[src/rtl/xlat_pkg.sv]
package xlat_pkg;
    typedef enum logic {
        S_IDLE = 1'b0,
        S_WALK = 1'b1
    } xlat_state_e;
endpackage

[src/rtl/xlat_tlb.sv]
module xlat_tlb #(
    parameter int SETS  = 4,
    parameter int WAYS  = 4,
    parameter int TAG_W = 6,
    parameter int PPN_W = 6,
    localparam int SET_W = $clog2(SETS),
    localparam int WAY_W = $clog2(WAYS)
) (
    input  logic             clk,
    input  logic             rst_n,
    input  logic [SET_W-1:0] lk_set,
    input  logic [TAG_W-1:0] lk_tag,
    output logic             lk_hit,
    output logic [PPN_W-1:0] lk_ppn,
    input  logic [SET_W-1:0] vc_set,
    output logic [WAY_W-1:0] vc_way,
    output logic             vc_full,
    input  logic             wr_en,
    input  logic [SET_W-1:0] wr_set,
    input  logic [WAY_W-1:0] wr_way,
    input  logic [TAG_W-1:0] wr_tag,
    input  logic [PPN_W-1:0] wr_ppn,
    input  logic             wr_vld,
    input  logic             wr_adv
);
    logic [WAYS-1:0]  vld_q [SETS];
    logic [TAG_W-1:0] tag_q [SETS][WAYS];
    logic [PPN_W-1:0] ppn_q [SETS][WAYS];
    logic [WAY_W-1:0] rr_q  [SETS];
    logic [WAYS-1:0]  match;
    logic             found;

    always_ff @(posedge clk) begin
        if (!rst_n) begin
            for (int s = 0; s < SETS; s++) begin
                vld_q[s] <= '0;
                rr_q[s]  <= '0;
            end
        end else if (wr_en) begin
            vld_q[wr_set][wr_way] <= wr_vld;
            if (wr_adv) rr_q[wr_set] <= rr_q[wr_set] + 1'b1;
        end
    end

    always_ff @(posedge clk) begin
        if (wr_en) begin
            tag_q[wr_set][wr_way] <= wr_tag;
            ppn_q[wr_set][wr_way] <= wr_ppn;
        end
    end

    for (genvar w = 0; w < WAYS; w++) begin : g_cmp
        assign match[w] = vld_q[lk_set][w] && (tag_q[lk_set][w] == lk_tag);
    end

    assign lk_hit = |match;

    always_comb begin
        lk_ppn = '0;
        for (int w = WAYS - 1; w >= 0; w--) begin
            if (match[w]) lk_ppn = ppn_q[lk_set][w];
        end
    end

    always_comb begin
        vc_full = &vld_q[vc_set];
        vc_way  = rr_q[vc_set];
        found   = 1'b0;
        for (int w = 0; w < WAYS; w++) begin
            if (!found && !vld_q[vc_set][w]) begin
                vc_way = WAY_W'(w);
                found  = 1'b1;
            end
        end
    end

    AST_ADV_ONLY_FULL: assert property (@(posedge clk) disable iff (!rst_n)
        wr_en && wr_adv |-> &vld_q[wr_set]);
    AST_RR_STEP: assert property (@(posedge clk) disable iff (!rst_n)
        wr_en && wr_adv |=> rr_q[$past(wr_set)] == WAY_W'($past(rr_q[wr_set]) + 1'b1));
endmodule

[src/rtl/xlat_ptab.sv]
module xlat_ptab #(
    parameter int DEPTH = 256,
    parameter int PPN_W = 6,
    localparam int IDX_W = $clog2(DEPTH)
) (
    input  logic             clk,
    input  logic             rst_n,
    input  logic [IDX_W-1:0] rd_idx,
    output logic [PPN_W-1:0] rd_ppn,
    output logic             rd_vld,
    input  logic             wr_en,
    input  logic [IDX_W-1:0] wr_idx,
    input  logic [PPN_W-1:0] wr_ppn,
    input  logic             wr_vld
);
    logic [DEPTH-1:0] vld_q;
    logic [PPN_W-1:0] ppn_q [DEPTH];

    always_ff @(posedge clk) begin
        if (!rst_n)     vld_q <= '0;
        else if (wr_en) vld_q[wr_idx] <= wr_vld;
    end

    always_ff @(posedge clk) begin
        if (wr_en) ppn_q[wr_idx] <= wr_ppn;
    end

    assign rd_ppn = ppn_q[rd_idx];
    assign rd_vld = vld_q[rd_idx];
endmodule

[src/rtl/xlat_unit.sv]
module xlat_unit
    import xlat_pkg::*;
#(
    parameter int VA_W  = 14,
    parameter int PA_W  = 12,
    parameter int OFF_W = 6,
    parameter int SETS  = 4,
    parameter int WAYS  = 4
) (
    input  logic                    clk,
    input  logic                    rst_n,
    input  logic                    req_valid,
    input  logic [VA_W-1:0]         req_va,
    input  logic                    ld_en,
    input  logic                    ld_tlb,
    input  logic [$clog2(WAYS)-1:0] ld_way,
    input  logic [VA_W-OFF_W-1:0]   ld_vpn,
    input  logic [PA_W-OFF_W-1:0]   ld_ppn,
    input  logic                    ld_valid,
    output logic                    rsp_done,
    output logic                    rsp_hit,
    output logic                    rsp_fault,
    output logic [PA_W-1:0]         rsp_pa
);
    localparam int VPN_W    = VA_W - OFF_W;
    localparam int PPN_W    = PA_W - OFF_W;
    localparam int SET_W    = $clog2(SETS);
    localparam int WAY_W    = $clog2(WAYS);
    localparam int TAG_W    = VPN_W - SET_W;
    localparam int PT_DEPTH = 1 << VPN_W;

    xlat_state_e      state_q, state_d;
    logic [VA_W-1:0]  va_q;
    logic [VPN_W-1:0] req_vpn, q_vpn;
    logic             tlb_hit, pt_vld, vc_full, refill;
    logic [PPN_W-1:0] tlb_ppn, pt_ppn;
    logic [WAY_W-1:0] vc_way;
    logic             tw_en, tw_vld;
    logic [SET_W-1:0] tw_set;
    logic [WAY_W-1:0] tw_way;
    logic [TAG_W-1:0] tw_tag;
    logic [PPN_W-1:0] tw_ppn;

    assign req_vpn = req_va[VA_W-1:OFF_W];
    assign q_vpn   = va_q[VA_W-1:OFF_W];
    assign refill  = (state_q == S_WALK) && pt_vld;

    // Refill takes the cache write port ahead of the load port.
    assign tw_en  = refill || (ld_en && ld_tlb);
    assign tw_set = refill ? q_vpn[SET_W-1:0]     : ld_vpn[SET_W-1:0];
    assign tw_tag = refill ? q_vpn[VPN_W-1:SET_W] : ld_vpn[VPN_W-1:SET_W];
    assign tw_way = refill ? vc_way               : ld_way;
    assign tw_ppn = refill ? pt_ppn               : ld_ppn;
    assign tw_vld = refill ? 1'b1                 : ld_valid;

    xlat_tlb #(.SETS(SETS), .WAYS(WAYS), .TAG_W(TAG_W), .PPN_W(PPN_W)) u_tlb (
        .clk     (clk),
        .rst_n   (rst_n),
        .lk_set  (req_vpn[SET_W-1:0]),
        .lk_tag  (req_vpn[VPN_W-1:SET_W]),
        .lk_hit  (tlb_hit),
        .lk_ppn  (tlb_ppn),
        .vc_set  (q_vpn[SET_W-1:0]),
        .vc_way  (vc_way),
        .vc_full (vc_full),
        .wr_en   (tw_en),
        .wr_set  (tw_set),
        .wr_way  (tw_way),
        .wr_tag  (tw_tag),
        .wr_ppn  (tw_ppn),
        .wr_vld  (tw_vld),
        .wr_adv  (refill && vc_full)
    );

    xlat_ptab #(.DEPTH(PT_DEPTH), .PPN_W(PPN_W)) u_ptab (
        .clk    (clk),
        .rst_n  (rst_n),
        .rd_idx (q_vpn),
        .rd_ppn (pt_ppn),
        .rd_vld (pt_vld),
        .wr_en  (ld_en && !ld_tlb),
        .wr_idx (ld_vpn),
        .wr_ppn (ld_ppn),
        .wr_vld (ld_valid)
    );

    always_comb begin
        state_d = state_q;
        unique case (state_q)
            S_IDLE: if (req_valid && !tlb_hit) state_d = S_WALK;
            S_WALK: state_d = S_IDLE;
            default: state_d = S_IDLE;
        endcase
    end

    always_ff @(posedge clk) begin
        if (!rst_n) begin
            state_q <= S_IDLE;
            va_q    <= '0;
        end else begin
            state_q <= state_d;
            if (state_q == S_IDLE && req_valid) va_q <= req_va;
        end
    end

    always_ff @(posedge clk) begin
        if (!rst_n) begin
            rsp_done  <= 1'b0;
            rsp_hit   <= 1'b0;
            rsp_fault <= 1'b0;
            rsp_pa    <= '0;
        end else begin
            rsp_done <= 1'b0;
            unique case (state_q)
                S_IDLE: begin
                    if (req_valid && tlb_hit) begin
                        rsp_done  <= 1'b1;
                        rsp_hit   <= 1'b1;
                        rsp_fault <= 1'b0;
                        rsp_pa    <= {tlb_ppn, req_va[OFF_W-1:0]};
                    end
                end
                S_WALK: begin
                    rsp_done  <= 1'b1;
                    rsp_hit   <= 1'b0;
                    rsp_fault <= !pt_vld;
                    rsp_pa    <= pt_vld ? {pt_ppn, va_q[OFF_W-1:0]} : '0;
                end
                default: ;
            endcase
        end
    end

    AST_WALK_ONE_CYCLE: assert property (@(posedge clk) disable iff (!rst_n)
        state_q == S_WALK |=> state_q == S_IDLE);
    AST_WALK_ENDS_DONE: assert property (@(posedge clk) disable iff (!rst_n)
        state_q == S_WALK |=> rsp_done && !rsp_hit);
    AST_HIT_NEXT_CYCLE: assert property (@(posedge clk) disable iff (!rst_n)
        state_q == S_IDLE && req_valid && tlb_hit |=> rsp_done && rsp_hit && !rsp_fault);
    AST_FAULT_PA_ZERO: assert property (@(posedge clk) disable iff (!rst_n)
        rsp_done && rsp_fault |-> rsp_pa == '0 && !rsp_hit);
    AST_WALK_IGNORES_REQ: assert property (@(posedge clk) disable iff (!rst_n)
        state_q == S_WALK |=> $stable(va_q));
endmodule

[config.mk]
export PLATFORM = sky130hd
export DESIGN_NAME = xlat_unit
export DESIGN_NICKNAME = d
export VERILOG_FILES = /design/src/rtl/xlat_pkg.sv /design/src/rtl/xlat_tlb.sv /design/src/rtl/xlat_ptab.sv /design/src/rtl/xlat_unit.sv
export SDC_FILE = /design/constraint.sdc
export NUM_CORES = 2
export LEC_CHECK = 0
export BUFFER_PORTS_ARGS = -buffer_cell sky130_fd_sc_hd__buf_2
export CORE_MARGIN = 2
export CORE_UTILIZATION = 40
export DETAILED_ROUTE_END_ITERATION = 7
export GPL_ROUTABILITY_DRIVEN = 0
export PLACE_DENSITY = 0.56
export SLEW_MARGIN = 20
export SYNTH_ARGS = -nofsm -noshare
export SYNTH_HDL_FRONTEND = slang
export SYNTH_SLANG_ARGS = --single-unit
[constraint.sdc]
create_clock -name clk -period 6.3 [get_ports clk]
set_input_delay 1.89 -clock clk [delete_from_list [all_inputs] [get_ports clk]]
set_output_delay 1.89 -clock clk [all_outputs]
set_load 0.01 [all_outputs]
Yosys cells after proc, flatten, opt, wreduce, memory -nomap -nowiden

Memory sizes are Yosys's and may differ from the RTL's. A register that Yosys moved wholly into a read port is not among the register bits.
Cells that the tools add are included.
Widths: inputs -> output; s select.

Register bits after elaboration: 286
Memory bits (writable): 1752
Output and inout port bits: 15
Word-level logic and storage cells: 116
Memories kept: 5

Add/sub/neg operators: 1
Magnitude comparators: 7
Equal/unequal tests: 5
Muxes and demuxes: 59
Bitwise operators: 2
Reduce and logical (&&, ||, !) cells: 30

Memory list:

| name         | depth | width | read ports | clocked after memory_dff | wr ports | line            | text |
|---|---|---|---|---|---|---|---|
| u_ptab.ppn_q | 256   | 6     | 1          | 1                        | 1        | xlat_ptab.sv:17 | `logic [PPN_W-1:0] ppn_q [DEPTH];` |
| u_tlb.ppn_q  | 4     | 24    | 1          | 0                        | 1        | xlat_tlb.sv:28  | `logic [PPN_W-1:0] ppn_q [SETS][WAYS];` |
| u_tlb.tag_q  | 4     | 24    | 1          | 0                        | 1        | xlat_tlb.sv:27  | `logic [TAG_W-1:0] tag_q [SETS][WAYS];` |
| u_tlb.vld_q  | 4     | 4     | 2          | 1                        | 4        | xlat_tlb.sv:26  | `logic [WAYS-1:0] vld_q [SETS];` |
| u_tlb.rr_q   | 4     | 2     | 2          | 1                        | 4        | xlat_tlb.sv:29  | `logic [WAY_W-1:0] rr_q [SETS];` |

Operators with widths:

| kind               | number |
|---|---|
| $bwmux 256         | 1 |
| $mux 6             | 7 |
| $mux 2             | 13 |
| $eq 6x6->1         | 4 |
| $mux 12            | 2 |
| $mux 24            | 1 |
| $pmux 12 s2        | 1 |
| $mux 1             | 21 |
| $lt 8x9->1 const B | 2 |
| $logic_and 1x1->1  | 17 |
| $mux 8             | 2 |
| $demux 6 s2        | 1 |
| $mux 4             | 3 |
| $bmux 1 s8         | 1 |
| $demux 1 s8        | 1 |
| $ge 8x1->1 const B | 1 |
| $logic_not 1->1    | 8 |
| $pmux 1 s2         | 4 |
| $reduce_or 4->1    | 2 |
| $reduce_and 4->1   | 1 |
| $ge 3x3->1 const B | 1 |
| $lt 2x3->1 const B | 1 |
| $lt 3x1->1 const B | 1 |
| $not 2->3          | 1 |
| 7 further kinds    | 7 |

Longest topological paths before layout

Depth after elaboration: 17
Gate-level depth with buffers: 15

Cells and area by module

From an unflattened synthesis, not the netlist that was laid out.

Cell total of the unflattened synthesis: 4841
Area total of the unflattened synthesis: 82992.1 sq um

Modules (own cells, without submodules):

| module    | times used | cells each | area an instance (sq um) | sequential area each (sq um) |
|---|---|---|---|---|
| xlat_ptab | 1          | 4184       | 72275.6                  | 51249.2 |
| xlat_tlb  | 1          | 493        | 9168.8                   | 6486.2 |
| xlat_unit | 1          | 164        | 1547.7                   | 600.6 |

Worst setup path after synthesis

Ideal clock, no wire load.

Kind: input-to-reg
Start: input port req_va[6]
End: register rsp_pa[10]
Setup time: 119 ps
Data arrival time: 4509 ps
Path slack: 1673 ps
Stages on the path: 11
Buffers on the path: 3
Path through: buf_2 buf_4 buf_2 mux4_2 xnor2_1 nand3_1 or3_1 or2_2 o311ai_0 a41oi_1 o221a_2

Word-level cells in the longest chain between the ends: 9
Elaborated cells on any way between the ends: 20
Classes of those cells: eq/ne (5); mux (6); reduce/logical (6); memory (3)

RTL lines:

| element              | line             | text |
|---|---|---|
| from (decl)          | xlat_unit.sv:13  | `input logic [VA_W-1:0] req_va,` |
| $mem_v2 4x24         | -                |  |
| $eq 6x6->1           | xlat_tlb.sv:53   | `assign match[w] = vld_q[lk_set][w] && (tag_q[lk_set][w] == lk_tag);` |
| $logic_and 1x1->1    | xlat_tlb.sv:53   |  |
| $mux 6 (4 in series) | xlat_tlb.sv:61   | `if (match[w]) lk_ppn = ppn_q[lk_set][w];` |
| $mux 12              | xlat_unit.sv:116 | `if (req_valid && tlb_hit) begin` |
| $pmux 12 s2          | xlat_unit.sv:114 | `unique case (state_q)` |
| to (signal assigned) | xlat_unit.sv:120 | `rsp_pa <= {tlb_ppn, req_va[OFF_W-1:0]};` |
| to (signal assigned) | xlat_unit.sv:127 | `rsp_pa <= pt_vld ? {pt_ppn, va_q[OFF_W-1:0]} : '0;` |
| to (decl)            | xlat_unit.sv:23  | `output logic [PA_W-1:0] rsp_pa` |

Parallel ways exist; a longest one is shown, timed or not. The select of a mux whose other input is x is not followed.
A chain may end at the register's enable or synchronous reset.

Worst setup path after layout

Start: register va_q[6]
End: memory u_tlb.ppn_q[2][14] (netlist name), enable pin

Word-level cells in the longest chain between the ends: 10
Elaborated cells on any way between the ends: 14
Classes of those cells: order compare (2); mux (8); bitwise (1); reduce/logical (3)

RTL lines:

| element                                                        | line             | text |
|---|---|---|
| from (decl)                                                    | xlat_unit.sv:33  | `logic [VA_W-1:0] va_q;` |
| from (signal assigned)                                         | xlat_unit.sv:102 | `if (state_q == S_IDLE && req_valid) va_q <= req_va;` |
| $bmux 1 s8                                                     | xlat_ptab.sv:29  | `assign rd_vld = vld_q[rd_idx];` |
| $mux 1 (not written as such)                                   | xlat_ptab.sv:29  |  |
| $logic_and 1x1->1                                              | xlat_unit.sv:46  | `assign refill = (state_q == S_WALK) && pt_vld;` |
| $mux 2                                                         | xlat_unit.sv:52  | `assign tw_way = refill ? vc_way : ld_way;` |
| $not 2->3 (not written as such)                                | xlat_tlb.sv:48   | `ppn_q[wr_set][wr_way] <= wr_ppn;` |
| $ge 3x3->1 (not written as such) or $lt 3x1->1 (tied branches) | xlat_tlb.sv:48   |  |
| $logic_and 1x1->1 (not written as such)                        | xlat_tlb.sv:48   |  |
| $mux 6 (not written as such)                                   | xlat_tlb.sv:48   |  |
| $demux 6 s2                                                    | xlat_tlb.sv:48   |  |
| $mux 24 (not written as such)                                  | xlat_tlb.sv:48   |  |
| to (decl)                                                      | xlat_tlb.sv:28   |  |

Parallel ways exist; a longest one is shown, timed or not. The select of a mux whose other input is x is not followed.

==> reports/metrics.cfg <==
[timing]
fin_crit_ns=5.337
rsz0062_at_grt=false
max_freq_mhz=187.4
worst_pin_slew_ns=1.223
slew_headroom_pct=17.74
fin_crit_sh_pct=84.72
finClkSkew_ns=0.02861
setup_violations=0
fin_setup_tns_ns=0
slew_viol_final=0
hold_viol_final=0
holdWs_ns=0.4659

[detailed_routing]
avgRoutedWirePerCell_um=28.77
drtPass1Iterations=6
detail-route-antenna-nets=0
wl_met2_um=104000
drtIter0Drc=4454
route.detailed.drc=0
highest_layer=met5
vias_per_cell=5.770
met1_length_um=93110
route.met3.wl_um=13930
drt-total-wl_um=215400
vias=43189

[pwr]
leakagePower_nw=27.78
finalPower_mw=28.52
power_density_nw_per_um2=307.4
ir_worst_vdd_uv=222.0

[hold_path]
holdCritPathClass=register to register
holdPathStages=2
hold_path_end=va_q[4]
hp-start=va_q[4]

[synth]
synth_compound_area_share_pct=5.373
synth_ff_type=edfxtp_1
synthArstFlopShare_pct=0
synthDominantCellAreaShare_pct=64.00
yosys.area_share.simple_pct=4.090
syn_area_per_cell_um2=18.13
syn-num-nets=4571
synth.distinct_cells=73
syn_area_um2=82200
muxShareOfSynthArea_pct=17.18
yosys-top-cells-area=edfxtp_1 (64%), mux4_2 (16%), dfxtp_1 (7.2%), a21boi_0 (2.2%), o21ai_0 (1.6%)
synth-edff-count=1752
ys_seq_area_share_pct=71.16
synth_top_family_by_area=multiplexers
yosysTopAreaCell=edfxtp_1
yosys_register_bits=2046
synth_xor_xnor_area_share_pct=0.2983
synthCells=4535
synthAdderAreaFrac_pct=0
ys_warn_count=0

[cts]
clk_pin_slew_worst_paths_ns=0.06
cts_root_buffer=clkbuf_16
cts_tree=built
numCtsBuffers=205
cts.path.max_buffers=3
cts_resized=0
cts.sinks=2046
cts_max_level=4
clock_latency_ns=0.84
hold_buffers=0
post_cts_buffers=0

[floorplanning]
die_x_um=457.3
coreArea_um2=204400
start_util_pct=40.22
dieArea_um2=209100
ios=51
dieHeight_um=457.3
num_rows=166

[cells_and_area]
final_cell_area_um2=92780
layout_common_cells=edfxtp_1 (1752), mux4_2 (590), nand2_1 (296)
layout.cells.non_filler=7485
drive_gt1_share_pct=23.89
area_delta_synth_final_pct=12.87
nets=4656
layout_commonest_cell=edfxtp_1

[grt]
grt_usage_pct=20.50
grt_overflow_total=0
first_global_vias=43604
antenna_found_initial=9
grt_max_degree=202
grt_pass1_wl_um=313900

[run]
cap_violations=0

[worst_setup_path]
cp.arrival_ns=5.93
r2r-start=va_q[6]
reg2reg_slack_ns=0.96
start_kind=register
ff2ff_path_depth=11
critPathCaptureType=register
crit_type=register to register
worstPathRequired_ns=6.90
crit_path_max_fanout=29
r2r_end=u_tlb.ppn_q[2][14]

[placed_design]
dp_cells=7101
dp_hpwl_um=134300
port_buffers=50
placedInstanceArea_um2=86140

[status]
outcome=complete, no violations

synth_stat cells (all sizes together), types with 24 or more instances:
master	number
a21boi	236
a221oi	25
a22o	24
buf	103
clkbuf	242
dfxtp	294
edfxtp	1752
mux2i	77
mux4	590
nand2	309
nor2	294
nor2b	52
o21ai	261
o22ai	31
metal layers:
layer,global-route usage (%),vias to the layer above
li1,-,18352
met1,28.89,23211
met2,33.12,1355
met3,3.765,259
met4,4.870,12
met5,0,-
worst max-delay path: stages, from the launching register on:
cell and delay (ns):
dfxtp_4 0.87, buf_4 0.40, mux4_2 0.35, mux2i_1 0.09, and4_1 0.31, nor4_1 1.04, o2111a_2 0.50, nor2_4 0.06
buf_4 0.23, a21oi_1 0.75, nor2_1 0.21, buf_12 0.23
kinds of logic (layout without fill, tap and decap cells):
group / Yosys count / count (layout)
XOR/XNOR: 28 / 28
flip-flops: 2046 / 2046
AO/OA/AOI/OAI: 668 / 668
other: 0 / 4
buffers and inverters: 350 / 608
AND/OR/NAND/NOR: 771 / 771
multiplexers: 672 / 672
stage by stage:
stage | setup slack (ns) | utilization (%)
3_5_place_dp | 0.9777 | 42.15
3_3_place_gp | 0.9850 | 42.15
6_report | 0.9625 | 45.40
2_1_floorplan | 1.673 | -
5_1_grt | 0.8515 | 45.39
4_1_cts | 1.138 | 45.39
how the worst max path moves through the flow:
stage | from | endpoint | slack [ns] | cells after the start
6_report | va_q[6] | u_tlb.ppn_q[2][14] | 0.96 | 11
5_1_grt | va_q[6] | u_tlb.tag_q[2][12] | 0.85 | 11
4_1_cts | va_q[6] | u_tlb.ppn_q[2][14] | 1.14 | 11
3_5_place_dp | req_va[6] | rsp_pa[7] | 0.98 | 10
3_3_place_gp | req_va[6] | rsp_pa[5] | 0.98 | 10
2_1_floorplan | req_va[6] | rsp_pa[10] | 1.67 | 11
report_power, final:
part           switching (mW)  internal [mW]  leakage [nW]  total [mW]
combinational           0.983          0.609          6.40        1.59
sequential             0.0689           14.8          18.2        14.8
clock                    5.19           6.92          3.23        12.1
registers in the layout, indices dropped and copies added, names as in the netlist, named ones only:
signal and flops:
rsp_pa 12, u_tlb.rr_q 8, state_q 1, rsp_fault 1, rsp_done 1, rsp_hit 1
u_tlb.tag_q 96, u_ptab.vld_q 256, u_ptab.ppn_q 1536, va_q 14, u_tlb.vld_q 16, u_tlb.ppn_q 96
final cells by class:
class	instances	area [µm²]
inverters	5	18.77
flip-flops and latches	2046	58520
fillers	17511	111600
multi-input cells	2139	22180
diodes	4	10.01
clock buffers	286	5698
repair buffers	223	2056
well taps	2688	3363
clock inverters	94	932.1
Note: power is estimated with default switching activity, not from simulation.
